<file path="config.mk">
export PLATFORM = sky130hd
export DESIGN_NAME = uppwm_pair
export DESIGN_NICKNAME = d
export VERILOG_FILES = /design/src/rtl/uppwm_pkg.sv /design/src/rtl/uppwm_clkdiv.sv /design/src/rtl/uppwm_timebase.sv /design/src/rtl/uppwm_action.sv /design/src/rtl/uppwm_evtrig.sv /design/src/rtl/uppwm_pair.sv
export SDC_FILE = /design/constraint.sdc
export NUM_CORES = 1
export LEC_CHECK = 0
export BUFFER_PORTS_ARGS = -buffer_cell sky130_fd_sc_hd__buf_4
export CORE_UTILIZATION = 62
export CTS_CLUSTER_DIAMETER = 60
export DETAILED_ROUTE_END_ITERATION = 10
export PLACE_DENSITY = 0.88
export SLEW_MARGIN = 20
export SYNTH_ARGS = -nofsm -noshare
export SYNTH_HDL_FRONTEND = slang
export SYNTH_SLANG_ARGS = --single-unit
</file>
<file path="constraint.sdc">
create_clock -name clk -period 11.8 [get_ports clk]
set_clock_uncertainty 0.1 [all_clocks]
set_input_delay 2.36 -clock clk [delete_from_list [all_inputs] [get_ports clk]]
set_output_delay 2.36 -clock clk [all_outputs]
set_load 0.01 [all_outputs]
</file>
<file path="src/rtl/uppwm_pkg.sv">
// Shared types and helpers for the up-count PWM pair.
// Assumes action fields are two bits wide and packed in event priority order.
package uppwm_pkg;

    typedef enum logic [1:0] {
        ACT_NONE = 2'b00,
        ACT_CLR  = 2'b01,
        ACT_SET  = 2'b10,
        ACT_TGL  = 2'b11
    } act_e;

    localparam int NUM_EV  = 4;
    localparam int EV_ZERO = 0;
    localparam int EV_PRD  = 1;
    localparam int EV_CMPA = 2;
    localparam int EV_CMPB = 3;
    localparam int TBL_W   = 2 * NUM_EV;

    // Resolve one tick: a higher event index overrides a lower one when its field is not none.
    function automatic logic apply_actions(input logic cur,
                                           input logic [TBL_W-1:0] tbl,
                                           input logic [NUM_EV-1:0] ev);
        logic nxt;
        nxt = cur;
        for (int i = 0; i < NUM_EV; i++) begin
            if (ev[i]) begin
                case (act_e'(tbl[2*i +: 2]))
                    ACT_CLR:  nxt = 1'b0;
                    ACT_SET:  nxt = 1'b1;
                    ACT_TGL:  nxt = ~cur;
                    default:  nxt = nxt;
                endcase
            end
        end
        return nxt;
    endfunction

endpackage

</file>
<file path="src/rtl/uppwm_clkdiv.sv">
// One power-of-two divider stage of the tick chain.
// Passes every 2^sel-th step_in pulse to step_out; the stage clears while run is low.
// Assumes sel changes only while run is low.
module uppwm_clkdiv #(
    parameter int SEL_W = 3
) (
    input  logic             clk,
    input  logic             rst_n,
    input  logic             run,
    input  logic             step_in,
    input  logic [SEL_W-1:0] sel,
    output logic             step_out
);
    localparam int CW = (1 << SEL_W) - 1;

    logic [CW-1:0] cnt;
    logic [CW-1:0] lim;
    logic          hit;

    assign lim      = CW'((32'd1 << sel) - 32'd1);
    assign hit      = (cnt >= lim);
    assign step_out = run && step_in && hit;

    // Count incoming steps and wrap at the programmed limit.
    always_ff @(posedge clk) begin
        if (!rst_n) begin
            cnt <= '0;
        end else if (!run) begin
            cnt <= '0;
        end else if (step_in) begin
            cnt <= hit ? '0 : cnt + 1'b1;
        end
    end


    div_hold_chk: assert property (@(posedge clk) disable iff (!rst_n)
        !run |=> cnt == '0);


    div_wrap_chk: assert property (@(posedge clk) disable iff (!rst_n)
        step_out |=> cnt == '0);

endmodule

</file>
<file path="src/rtl/uppwm_timebase.sv">
// Up-counting timebase with double-buffered compare registers and event decode.
// Counts ticks from 0 to period, then wraps; shadows load into the active compares at the wrap.
// Assumes tick is a single-cycle qualifier that is only high while run is high.
module uppwm_timebase
    import uppwm_pkg::*;
#(
    parameter int CNT_W = 16
) (
    input  logic              clk,
    input  logic              rst_n,
    input  logic              run,
    input  logic              tick,
    input  logic [CNT_W-1:0]  period,
    input  logic [1:0]        cmp_we,
    input  logic [CNT_W-1:0]  cmp_wdata,
    output logic [CNT_W-1:0]  cnt,
    output logic [NUM_EV-1:0] events
);
    logic [1:0][CNT_W-1:0] cmp_sh;
    logic [1:0][CNT_W-1:0] cmp_act;
    logic                  wrap;

    assign wrap = tick && (cnt >= period);

    // Advance the counter on each tick and wrap after the period value.
    always_ff @(posedge clk) begin
        if (!rst_n) begin
            cnt <= '0;
        end else if (!run) begin
            cnt <= '0;
        end else if (tick) begin
            cnt <= wrap ? '0 : cnt + 1'b1;
        end
    end

    for (genvar i = 0; i < 2; i++) begin : g_cmp
        // Capture software writes in the shadow register.
        always_ff @(posedge clk) begin
            if (!rst_n) begin
                cmp_sh[i] <= '0;
            end else if (cmp_we[i]) begin
                cmp_sh[i] <= cmp_wdata;
            end
        end

        // Copy the shadow into the active compare at wrap or while stopped.
        always_ff @(posedge clk) begin
            if (!rst_n) begin
                cmp_act[i] <= '0;
            end else if (!run || wrap) begin
                cmp_act[i] <= cmp_sh[i];
            end
        end


        shadow_load_chk: assert property (@(posedge clk) disable iff (!rst_n)
            !$stable(cmp_act[i]) |-> ($past(!run) || $past(wrap)));
    end

    assign events[EV_ZERO] = tick && (cnt == '0);
    assign events[EV_PRD]  = tick && (cnt == period);
    assign events[EV_CMPA] = tick && (cnt == cmp_act[0]);
    assign events[EV_CMPB] = tick && (cnt == cmp_act[1]);


    cnt_wrap_chk: assert property (@(posedge clk) disable iff (!rst_n)
        (run && tick && cnt == period) |=> cnt == '0);


    cnt_step_chk: assert property (@(posedge clk) disable iff (!rst_n)
        (run && tick && cnt < period) |=> cnt == $past(cnt) + 1'b1);


    cnt_hold_chk: assert property (@(posedge clk) disable iff (!rst_n)
        !run |=> cnt == '0);

endmodule

</file>
<file path="src/rtl/uppwm_action.sv">
// Per-output action qualifier.
// Applies the table action of the highest-priority event with a non-none field on each tick.
// Assumes events are already qualified by the tick.
module uppwm_action
    import uppwm_pkg::*;
(
    input  logic              clk,
    input  logic              rst_n,
    input  logic              run,
    input  logic [NUM_EV-1:0] events,
    input  logic [TBL_W-1:0]  tbl,
    output logic              pwm
);
    // Update the output from the action table; force low while stopped.
    always_ff @(posedge clk) begin
        if (!rst_n) begin
            pwm <= 1'b0;
        end else if (!run) begin
            pwm <= 1'b0;
        end else begin
            pwm <= apply_actions(pwm, tbl, events);
        end
    end


    act_idle_chk: assert property (@(posedge clk) disable iff (!rst_n)
        (run && events == '0) |=> pwm == $past(pwm));


    act_toggle_chk: assert property (@(posedge clk) disable iff (!rst_n)
        (run && events == 4'b0001 && tbl[1:0] == 2'b11) |=> pwm != $past(pwm));


    act_hold_chk: assert property (@(posedge clk) disable iff (!rst_n)
        !run |=> !pwm);

endmodule

</file>
<file path="src/rtl/uppwm_evtrig.sv">
// Event-trigger stage: counts one selected counter event and raises a sticky flag on the Nth one.
// The count holds at its terminal value while the flag is set; clear wins over a same-cycle event.
module uppwm_evtrig
    import uppwm_pkg::*;
#(
    parameter int PRD_W = 2
) (
    input  logic              clk,
    input  logic              rst_n,
    input  logic [NUM_EV-1:0] events,
    input  logic              en,
    input  logic [1:0]        sel,
    input  logic [PRD_W-1:0]  prd,
    input  logic              clr,
    output logic              flag
);
    logic [PRD_W-1:0] ecnt;
    logic [PRD_W-1:0] ecnt_nxt;
    logic             sel_ev;

    assign sel_ev   = events[sel];
    assign ecnt_nxt = PRD_W'(ecnt + 1'b1);

    // Prescale the selected event and manage the sticky flag.
    always_ff @(posedge clk) begin
        if (!rst_n) begin
            flag <= 1'b0;
            ecnt <= '0;
        end else if (clr) begin
            flag <= 1'b0;
            ecnt <= '0;
        end else if (!en) begin
            ecnt <= '0;
        end else if (!flag && sel_ev && prd != '0) begin
            ecnt <= ecnt_nxt;
            if (ecnt_nxt == prd) begin
                flag <= 1'b1;
            end
        end
    end


    irq_sticky_chk: assert property (@(posedge clk) disable iff (!rst_n)
        (flag && !clr) |=> flag);


    irq_clear_chk: assert property (@(posedge clk) disable iff (!rst_n)
        clr |=> !flag);


    irq_cause_chk: assert property (@(posedge clk) disable iff (!rst_n)
        $rose(flag) |-> ($past(sel_ev) && $past(en)));


    irq_off_chk: assert property (@(posedge clk) disable iff (!rst_n)
        (!en && !flag) |=> !flag);

endmodule

</file>
<file path="src/rtl/uppwm_pair.sv">
// Top of the up-count PWM pair: divider chain, timebase, two action qualifiers, event trigger.
// Assumes divider and period settings are changed only while tb_en is low.
module uppwm_pair
    import uppwm_pkg::*;
#(
    parameter int CNT_W = 16,
    parameter int SEL_W = 3,
    parameter int PRD_W = 2
) (
    input  logic             clk,
    input  logic             rst_n,
    input  logic             tb_en,
    input  logic [SEL_W-1:0] div_fast_sel,
    input  logic [SEL_W-1:0] div_slow_sel,
    input  logic [CNT_W-1:0] period,
    input  logic             cmpa_we,
    input  logic             cmpb_we,
    input  logic [CNT_W-1:0] cmp_wdata,
    input  logic [7:0]       act_a,
    input  logic [7:0]       act_b,
    input  logic             irq_en,
    input  logic [1:0]       irq_sel,
    input  logic [PRD_W-1:0] irq_prd,
    input  logic             irq_clr,
    output logic [CNT_W-1:0] cnt_o,
    output logic             pwm_a,
    output logic             pwm_b,
    output logic             irq_flag
);
    localparam int NDIV = 2;
    localparam int NOUT = 2;

    logic [NDIV:0]                 step;
    logic [NDIV-1:0][SEL_W-1:0]    div_sel;
    logic [NUM_EV-1:0]             events;
    logic [NOUT-1:0][TBL_W-1:0]    tbls;
    logic [NOUT-1:0]               pwm;

    assign step[0]    = tb_en;
    assign div_sel[0] = div_fast_sel;
    assign div_sel[1] = div_slow_sel;
    assign tbls[0]    = act_a;
    assign tbls[1]    = act_b;
    assign pwm_a      = pwm[0];
    assign pwm_b      = pwm[1];

    for (genvar d = 0; d < NDIV; d++) begin : g_div
        uppwm_clkdiv #(.SEL_W(SEL_W)) u_div (
            .clk      (clk),
            .rst_n    (rst_n),
            .run      (tb_en),
            .step_in  (step[d]),
            .sel      (div_sel[d]),
            .step_out (step[d+1])
        );
    end

    uppwm_timebase #(.CNT_W(CNT_W)) u_tb (
        .clk       (clk),
        .rst_n     (rst_n),
        .run       (tb_en),
        .tick      (step[NDIV]),
        .period    (period),
        .cmp_we    ({cmpb_we, cmpa_we}),
        .cmp_wdata (cmp_wdata),
        .cnt       (cnt_o),
        .events    (events)
    );

    for (genvar o = 0; o < NOUT; o++) begin : g_out
        uppwm_action u_act (
            .clk    (clk),
            .rst_n  (rst_n),
            .run    (tb_en),
            .events (events),
            .tbl    (tbls[o]),
            .pwm    (pwm[o])
        );
    end

    uppwm_evtrig #(.PRD_W(PRD_W)) u_et (
        .clk    (clk),
        .rst_n  (rst_n),
        .events (events),
        .en     (irq_en),
        .sel    (irq_sel),
        .prd    (irq_prd),
        .clr    (irq_clr),
        .flag   (irq_flag)
    );

endmodule

</file>
==> results of run 1 <==
==> cells in the final DEF, fill, tap and decap left out, drive strengths merged, types with 3 or more instances in the layout <==
master,netlist,final
and3,18,18
nor4,10,10
xor2,28,28
clkbuf,18,10
dfxtp,99,99
a31oi,4,4
o21ai,14,14
a21oi,15,15
mux2i,65,65
nor3,8,8
and4,3,3
or3,3,3
nand4,17,17
inv,28,32
buf,15,85
nor2b,34,34
nand3,20,20
ha,36,36
nand2b,3,3
nor2,27,27
o211ai,4,4
nor3b,5,5
xnor2,33,33
a21o,5,5
nand2,95,95
==> report_power, final <==
group           total, W  switching [W]  internal (W)  leakage [nW]
clock           0.000219       0.000130     0.0000891         0.104
sequential      0.000352     0.00000701      0.000345         0.806
combinational  0.0000802      0.0000406     0.0000397          2.05
==> worst register-to-register path, cell delays in order, from the launching register on <==
cell and delay (ns):
dfxtp_1 0.44, inv_1 0.07, ha_1 0.29, nand2b_1 0.14
a211o_1 0.29, a211oi_2 0.40, or3_1 0.33, o21ai_2 0.12
a31oi_4 0.15, buf_4 0.55, mux2i_1 0.32
==> metal layers <==
| layer | GRT usage | vias up | share of wire | wire [µm] |
|---|---|---|---|---|
| li1 | - | 2265 | - | - |
| met1 | 0.3394 | 2151 | 0.44 | 5295 |
| met2 | 0.4645 | 126 | 0.49 | 5905 |
| met3 | 0.04818 | 19 | 0.054 | 655 |
| met4 | 0.09436 | 0 | 0.019 | 225 |
| met5 | 0 | - | 0 | 0 |
==> logic make-up (layout without fill, tap and decap cells) <==
kind of cell	after synthesis	count (layout)	synth area share
AND/OR/NAND/NOR	249	249	0.2280
flip-flops	99	99	0.3594
multiplexers	65	65	0.1180
XOR/XNOR	61	61	0.09689
buffers and inverters	61	129	0.04901
AO/OA/AOI/OAI	55	55	0.06694
adder cells (fa/ha/maj)	36	36	0.08169
==> flip-flops by register name, summed over array words and instances, names as in the netlist <==
signal           flops
u_tb.cmp_act        32
u_tb.cmp_sh         32
u_tb.cnt            16
g_div.u_div.cnt     14
g_out.u_act.pwm      2
u_et.ecnt            2
u_et.flag            1
==> area by class of cell <==
cell class                      count  area share
Timing Repair Buffer               85      0.1008
Clock inverter                      6     0.01028
Clock buffer                       10     0.02174
Sequential cell                    99      0.3130
Inverter                           28     0.01660
Multi-Input combinational cell    466      0.5162
Tap cell                          108     0.02134
==> how the worst min path moves through the flow <==
stage / cells past startpoint / slack [ns] / startpoint / end
finish: 2 / 0.36 / u_tb.cmp_sh[0] / u_tb.cmp_act[0]
global placement: 2 / 0.35 / u_tb.cmp_sh[31] / u_tb.cmp_act[31]
floorplan: 1 / 0.33 / g_div[0].u_div.cnt[0] / g_div[0].u_div.cnt[0]
CTS: 2 / 0.36 / u_tb.cmp_sh[0] / u_tb.cmp_act[0]
detailed placement: 2 / 0.35 / u_tb.cmp_sh[18] / u_tb.cmp_act[18]
global route: 2 / 0.38 / u_tb.cmp_sh[18] / u_tb.cmp_act[18]
==> through the flow <==
step | cells | instance area (µm²) | hold slack, ns
after floorplan | 626 | 5514 | 0.3297
after global placement | 786 | 6122 | 0.3472
after detailed placement | 786 | 6122 | 0.3469
after CTS | 802 | 6325 | 0.3564
after global routing | 802 | 6331 | 0.3831
final | 802 | 6331 | 0.3576
==> impl_metrics.toml, run 1 <==
[yosys]
synth_ff_type = "dfxtp_1"
netlist.area_leader.share = 0.3594
synth.largest_area_cell = "dfxtp_1"
yosys-top-cells-count = "99 x dfxtp_1, 95 x nand2_1, 65 x mux2i_1"
syn_inst = 626
yosys_warnings = 0
yosysMostFrequentCell = "dfxtp_1"
ys_seq_area_frac = 0.3594
ys_seq_elements = 99
yosys-top-cells-area = "dfxtp_1 36%, mux2i_1 12%, ha_1 8.2%"
syn_area_um2 = 5514
synth_nets = 727
synth_cell_type_count = 46
synth_edf_count = 0
avgSynthCellArea_um2 = 8.808
synthArstFlopShare = 0

[floorplanning]
core_area_um2 = 8678
fp.dieArea_um2 = 9275
start_util = 0.6354
dieHeight_um = 96.31
io-pin-count = 84
num_rows = 34
die_w_um = 96.31

[route]
drt_pass1_iterations = 5
drt_iter0_drc = 276
vias = 4561
viasPerCell = 5.687
drt-total-wl_um = 12080
post_drt_wl_per_cell_um = 15.06
drt_drc_violations_left = 0
final_antenna_net_count = 0

[sta]
tightestPinTransition_ns = 0.9640
rsz0062_at_grt = "false"
max_slew_margin = 0.3573
finalSetupTns_ns = 0
hold_viol = 0
finalSetupViolations = 0
fin_crit_sh = 0.4955
drv_slew = 0
timing.final.ws_setup_ns = 5.954
fin_crit_ns = 5.846
max_freq_mhz = 171.0

[worst_setup_path]
crit_fanout = 48
crit_type = "in -> reg"
worstSetupEndpointType = "flop"
critPathBufInv = 2
cp.depth = 15
reg2reg_to = "u_tb.cmp_act[13]"
slowest_delay_ns = 0.55
arrival_ns = 6.05
cp-startpoint = "div_fast_sel[2]"
crit_chain = "buf_4, or3_1, ha_1, nor3_1, a21oi_1, o21a_1, ha_1, a21oi_1, o21ai_0, a21oi_1, or3_1, o21ai_2, a31oi_4, buf_4, mux2i_1"
endpoint = "u_tb.cmp_act[13]"
crit_family = "compound AO/OA/AOI/OAI gates"
crit_top_cell = "a21oi_1"
crit_slowest_cell = "buf_4"
reg2reg_from = "g_div[1].u_div.cnt[0]"
crit_path_start_kind = "input port"
worstPathRequired_ns = 12.00
r2r_slack_ns = 8.53
r2r_cells = 10

[global_routing]
antenna_found_initial = 0
grt.total_usage = 0.2702
grt_overflow = 0
grt_max_degree = 119
grt_pass1_vias = 4260
grt_pass1_wl_um = 19360

[layout]
final_nets = 790
multi_input_area_um2 = 3268
drive_gt1_frac = 0.1585
syn_to_final_growth_pct = 14.82
final_util = 0.7295
regArea_um2 = 1982
nFillCells = 615
n_antenna_cell = 0

[power]
peakVddDrop_mv = 0.07847
leakage_nw = 2.957
total_power_w = 0.0006507
power.density_nw_per_um2 = 102.8

[placed_design]
dp_slack_ns = 5.644
dp_hpwl_um = 8860
gp_congestion = 0.8663
io_buffers = 83

[clocking]
clock_tree.buffer_depth = 2
cts_hold_buf = 0
root_buffer = "clkbuf_8"
postCtsSetupBuffers = 0
cts.clk_slew.worst_paths_ns = 0.10
clock-sinks = 99
tritoncts = "built"
htree_levels = 3
clkLatencyLatePin_ns = 0.38
postCtsResizedCells = 0
cts-buffers-inserted = 9

[status]
outcome = "completed"

[flow_run]
cap_violations = 0

[worst_hold_path]
hp-class = "reg -> reg"
Note: power is estimated with default switching activity, not from simulation.
==> run 2, diff against run 1 <==
- ABC_AREA: unset -> 1
- CORE_UTILIZATION: 62 -> 58
- PLACE_DENSITY: 0.88 -> 0.83
- clock period: 11.8 -> 5.9 ns (I/O delays scaled with it)
==> impl_metrics.toml, run 2 <==
[worst_setup_path]
reg2reg_from = "u_tb.cnt[14]"
crit_type = "in -> reg"
cp-startpoint = "div_slow_sel[2]"
crit_slowest_cell = "inv_2"
arrival_ns = 4.24
endpoint = "u_tb.cmp_act[18]"
critPathBufInv = 4
r2r_slack_ns = 3.05
worstPathRequired_ns = 6.11
cp.depth = 19
worstSetupEndpointType = "flop"
crit_fanout = 34
reg2reg_to = "u_tb.cmp_act[4]"
crit_chain = "buf_4, inv_1, nand3_1, ha_1, o21ai_0, o21ai_0, o211ai_1, ha_1, nand2_1, inv_1, a21oi_1, nand2_1, nor2_2, nor2_8, nand2_4, nand2_4, inv_2, nor2_1, nor2_1"
r2r_cells = 12
slowest_delay_ns = 0.46
crit_path_start_kind = "input port"
crit_family = "simple AND/OR/NAND/NOR gates"

[yosys]
synth_cell_type_count = 37
ys_seq_area_frac = 0.3462
avgSynthCellArea_um2 = 6.865
synthAdderAreaFrac = 0.07867
yosys-top-cells-area = "dfxtp_1 35%, nor2_1 11%, nand2_1 9.7%"
yosys_warnings = 0
synth_edf_count = 0
netlist.area_leader.share = 0.3462
synthArstFlopShare = 0
syn_inst = 834
synthSimpleGateAreaFrac = 0.3167
synth_nets = 935
synth_top_family_by_area = "simple AND/OR/NAND/NOR gates"
ys_seq_elements = 99
synth-compound-area-share = 0.1038
muxShareOfSynthArea = 0
synth_xor_area_frac = 0.06272
synth_ff_type = "dfxtp_1"
synth.largest_area_cell = "dfxtp_1"
yosysMostFrequentCell = "nor2_1"
yosys-top-cells-count = "175 x nor2_1, 148 x nand2_1, 99 x dfxtp_1"
syn_area_um2 = 5725

[sta]
fin_crit_ns = 4.026
finalSetupTns_ns = 0
rsz0062_at_grt = "false"
max_freq_mhz = 248.4
drv_slew = 0
tightestPinTransition_ns = 0.5303
finalSetupViolations = 0
hold_viol = 0
max_slew_margin = 0.6465
timing.final.ws_setup_ns = 1.874
fin_crit_sh = 0.6824

[global_routing]
grt_pass1_vias = 5140
grt_max_degree = 67
grtUsageMet3 = 0.04969
grt_use_met1 = 0.3369
grtUsageMet2 = 0.5039
grt.total_usage = 0.2811
grt_busiest_layer = "met2"
antenna_found_initial = 0
grt_overflow = 0
grt_pass1_wl_um = 22890

[route]
vias = 5528
viasPerCell = 5.362
post_drt_wl_per_cell_um = 13.49
drt_pass1_iterations = 5
final_antenna_net_count = 0
drt_iter0_drc = 258
drt_drc_violations_left = 0
drt-total-wl_um = 13910

[layout]
drive_gt1_frac = 0.1330
n_antenna_cell = 0
final_util = 0.6925
syn_to_final_growth_pct = 13.88
final_common_cell = "nor2_1"
top_regs = "u_tb.cmp_act (32), u_tb.cmp_sh (32), u_tb.cnt (16)"
final_nets = 998
final_cell_mix = "175 x nor2_1, 148 x nand2_1, 99 x dfxtp_1"
fin_cells = 1031

[clocking]
cts-buffers-inserted = 9
cts_hold_buf = 0
htree_levels = 3
clkLatencyLatePin_ns = 0.38
clock-sinks = 99
postCtsResizedCells = 0
postCtsSetupBuffers = 0
root_buffer = "clkbuf_8"
tritoncts = "built"
clock_tree.buffer_depth = 2
cts.clk_slew.worst_paths_ns = 0.10

[floorplanning]
num_rows = 35
start_util = 0.6081
io-pin-count = 84
fp.dieArea_um2 = 10270
dieHeight_um = 101.4
core_area_um2 = 9415
die_w_um = 101.4

[flow_run]
cap_violations = 0

[placed_design]
place_inst = 1015
gp_congestion = 0.8818
dp_hpwl_um = 10510
io_buffers = 83
dp_slack_ns = 1.515

[worst_hold_path]
hp-class = "reg -> reg"

[power]
leakage_nw = 3.049
total_power_w = 0.001309
peakVddDrop_mv = 0.1850
power.density_nw_per_um2 = 200.7

[status]
outcome = "completed"
## run 2: cell types whose count changed after synthesis, moves of 6 or more
cell	before	now
o21ai_1	0	6
and3_1	18	1
clkbuf_1	17	11
nor2b_1	34	0
xor2_1	28	12
a21oi_1	15	26
mux2i_1	65	0
inv_1	28	90
o21ai_0	13	73
nand2_1	95	148
nor2_1	27	175
nand3_1	20	38
## run 2: worst min-delay path by stage
stage	startpoint	endpoint	slack [ns]	cells after the start
floorplan	g_div[0].u_div.cnt[0]	g_div[0].u_div.cnt[0]	0.33	1
global placement	g_div[0].u_div.cnt[0]	g_div[0].u_div.cnt[0]	0.34	1
detailed placement	g_div[0].u_div.cnt[0]	g_div[0].u_div.cnt[0]	0.37	1
CTS	g_div[0].u_div.cnt[0]	g_div[0].u_div.cnt[0]	0.39	1
global route	g_div[0].u_div.cnt[0]	g_div[0].u_div.cnt[0]	0.41	1
finish	g_div[0].u_div.cnt[0]	g_div[0].u_div.cnt[0]	0.39	1
## run 2: layout make-up
| type | instances | area (µm²) |
|---|---|---|
| Clock buffer | 9 | 123.9 |
| Tap cell | 129 | 161.4 |
| Fill cell | 840 | 2895 |
| Sequential cell | 99 | 1982 |
| Clock inverter | 7 | 60.06 |
| Multi-Input combinational cell | 610 | 3217 |
| Timing Repair Buffer | 83 | 623.1 |
| Inverter | 94 | 352.8 |
## run 2: logic make-up after synthesis
group,after synthesis
simple gates,419
fa+ha+maj,36
buf+inv,125
xor+xnor,41
flops,99
compound gates,114
## run 2: stage by stage
step	hold WS (ns)	area [µm²]
3_3_place_gp	0.3431	6336
6_report	0.3885	6520
3_5_place_dp	0.3698	6336
4_1_cts	0.3939	6520
5_1_grt	0.4144	6520
2_1_floorplan	0.3297	5725
## run 2: report_power, final
group | internal, W | total (W) | switching, W | leakage, nW
Clock | 0.000160 | 0.000418 | 0.000258 | 0.0892
Sequential | 0.000698 | 0.000718 | 0.0000197 | 0.813
Combinational | 0.0000762 | 0.000173 | 0.0000965 | 2.15
## run 2: per-layer routing
layer,up-vias,routed length (µm)
li1,2802,-
met1,2517,6085
met3,28,696
met2,181,6882
met5,-,0
met4,0,250
==> run 3, diff against run 2 <==
- ABC_AREA: 1 -> 0
- CORE_UTILIZATION: 58 -> 57
- PLACE_DENSITY: 0.83 -> 0.82
- clock period: 5.9 -> 3.9 ns (I/O delays scaled with it)
==> impl_metrics.toml, run 3 (synthesis results as in run 1) <==
[status]
outcome = "completed"

[placed_design]
io_buffers = 83
dp_hpwl_um = 9131
gp_congestion = 0.8388
placed_area_um2 = 6319
dp_slack_ns = -0.3672

[worst_setup_path]
slowest_delay_ns = 0.40
arrival_ns = 3.93
crit_slowest_cell = "or3_1"
crit_fanout = 31
worstPathRequired_ns = 4.10
crit_path_start_kind = "input port"
worstSetupEndpointType = "flop"
crit_chain = "buf_4, or3_1, ha_1, nor3_1, a21oi_1, o21a_1, ha_1, a211oi_2, nor2_1, a211oi_2, buf_4, or3_1, o21ai_2, a31oi_4, buf_12, mux2i_1"
crit_type = "in -> reg"

[sta]
timing.final.ws_setup_ns = 0.1733
rsz0062_at_grt = "false"
finalSetupViolations = 0
drv_slew = 0
hold_viol = 0
holdWs_ns = 0.3651
fin_crit_ns = 3.727
fin_crit_sh = 0.9556
tightestPinTransition_ns = 0.6686
max_slew_margin = 0.5505
max_freq_mhz = 268.3

[global_routing]
grt_pass1_vias = 4619
grt.total_usage = 0.2539
grt_overflow = 0
grt_pass1_wl_um = 20600
antenna_found_initial = 0
grt_max_degree = 73

[route]
drt_drc_violations_left = 0
drt_pass1_iterations = 4
final_antenna_net_count = 0
drt-total-wl_um = 12310
viasPerCell = 5.459
post_drt_wl_per_cell_um = 14.58
drt_iter0_drc = 155
vias = 4607

[power]
peakVddDrop_mv = 0.2550
total_power_w = 0.002024
leakage_nw = 3.069
power.density_nw_per_um2 = 309.3

[clocking]
cts_hold_buf = 0
clock_tree.buffer_depth = 2
root_buffer = "clkbuf_8"
cts.clk_slew.worst_paths_ns = 0.11
clkLatencyLatePin_ns = 0.37
htree_levels = 3
tritoncts = "built"
cts-buffers-inserted = 9
clock-sinks = 99
postCtsSetupBuffers = 0

[layout]
design_area_um2 = 6546
syn_to_final_growth_pct = 18.72
n_antenna_cell = 0
top_regs = "u_tb.cmp_act (32), u_tb.cmp_sh (32), u_tb.cnt (16)"
final_cell_mix = "105 x buf_4, 99 x dfxtp_1, 95 x nand2_1"
final_nets = 811
drive_gt1_frac = 0.1846
final_common_cell = "buf_4"

[floorplanning]
start_util = 0.5939
die_w_um = 100.4
dieHeight_um = 100.4
fp.dieArea_um2 = 10070
core_area_um2 = 9284
io-pin-count = 84
num_rows = 35

[flow_run]
cap_violations = 0

[worst_hold_path]
hp-class = "reg -> reg"
==> run 3: power by group <==
group	internal [W]	switching [W]	leakage, nW
clock network	0.000315	0.000390	0.112
registers	0.00104	0.0000210	0.806
logic	0.000129	0.000126	2.15
==> run 3: layer usage <==
layer	global-route usage	part of all wire	up-vias	routed length [µm]
met3	0.03691	0.037	17	450
met5	0	0	-	0
li1	-	-	2300	-
met2	0.4362	0.47	103	5831
met1	0.3258	0.47	2187	5800
met4	0.08696	0.018	0	227
==> run 3: cell type report <==
cell class	instances	area, µm²
Multi-Input combinational cell	466	3272
Fill cell	712	2738
Sequential cell	99	1982
Timing Repair Buffer	106	808.3
Tap cell	129	161.4
Clock buffer	9	123.9
Inverter	28	105.1
Clock inverter	7	93.84
==> run 3: critical path: cells and delay by family <==
| kind | cells | cell delay, ns |
|---|---|---|
| buf+inv | 3 | 0.55 |
| mux | 1 | 0.24 |
| simple gates | 4 | 0.83 |
| compound gates | 6 | 1.00 |
| fa+ha+maj | 2 | 0.52 |
==> run 3: path summary, 6_finish.rpt <==
kind	endpoint	slack [ns]	from	depth (start not counted)
worst min register to register	u_tb.cmp_act[25]	0.37	u_tb.cmp_sh[25]	2
worst max register to register	u_tb.cmp_act[13]	1.09	g_div[1].u_div.cnt[0]	11
worst min-delay path	u_tb.cmp_act[25]	0.37	u_tb.cmp_sh[25]	2
worst max-delay path	u_tb.cmp_act[13]	0.17	div_slow_sel[2]	16
==> run 3: repair_timing <==
action,4_1_cts,5_1_grt
endpoints found under the hold margin,0,0
endpoints found under the setup margin,0,53
resized for setup,0,2
==> run 3: per-stage QoR <==
step | util | setup TNS (ns) | cells
detailed placement | 0.6806 | -13.46 | 828
finish | 0.7051 | 0 | 844
global placement | 0.6806 | -9.223 | 828
CTS | 0.7040 | 0 | 844
global route | 0.7051 | 0 | 844
floorplan | - | 0 | 626
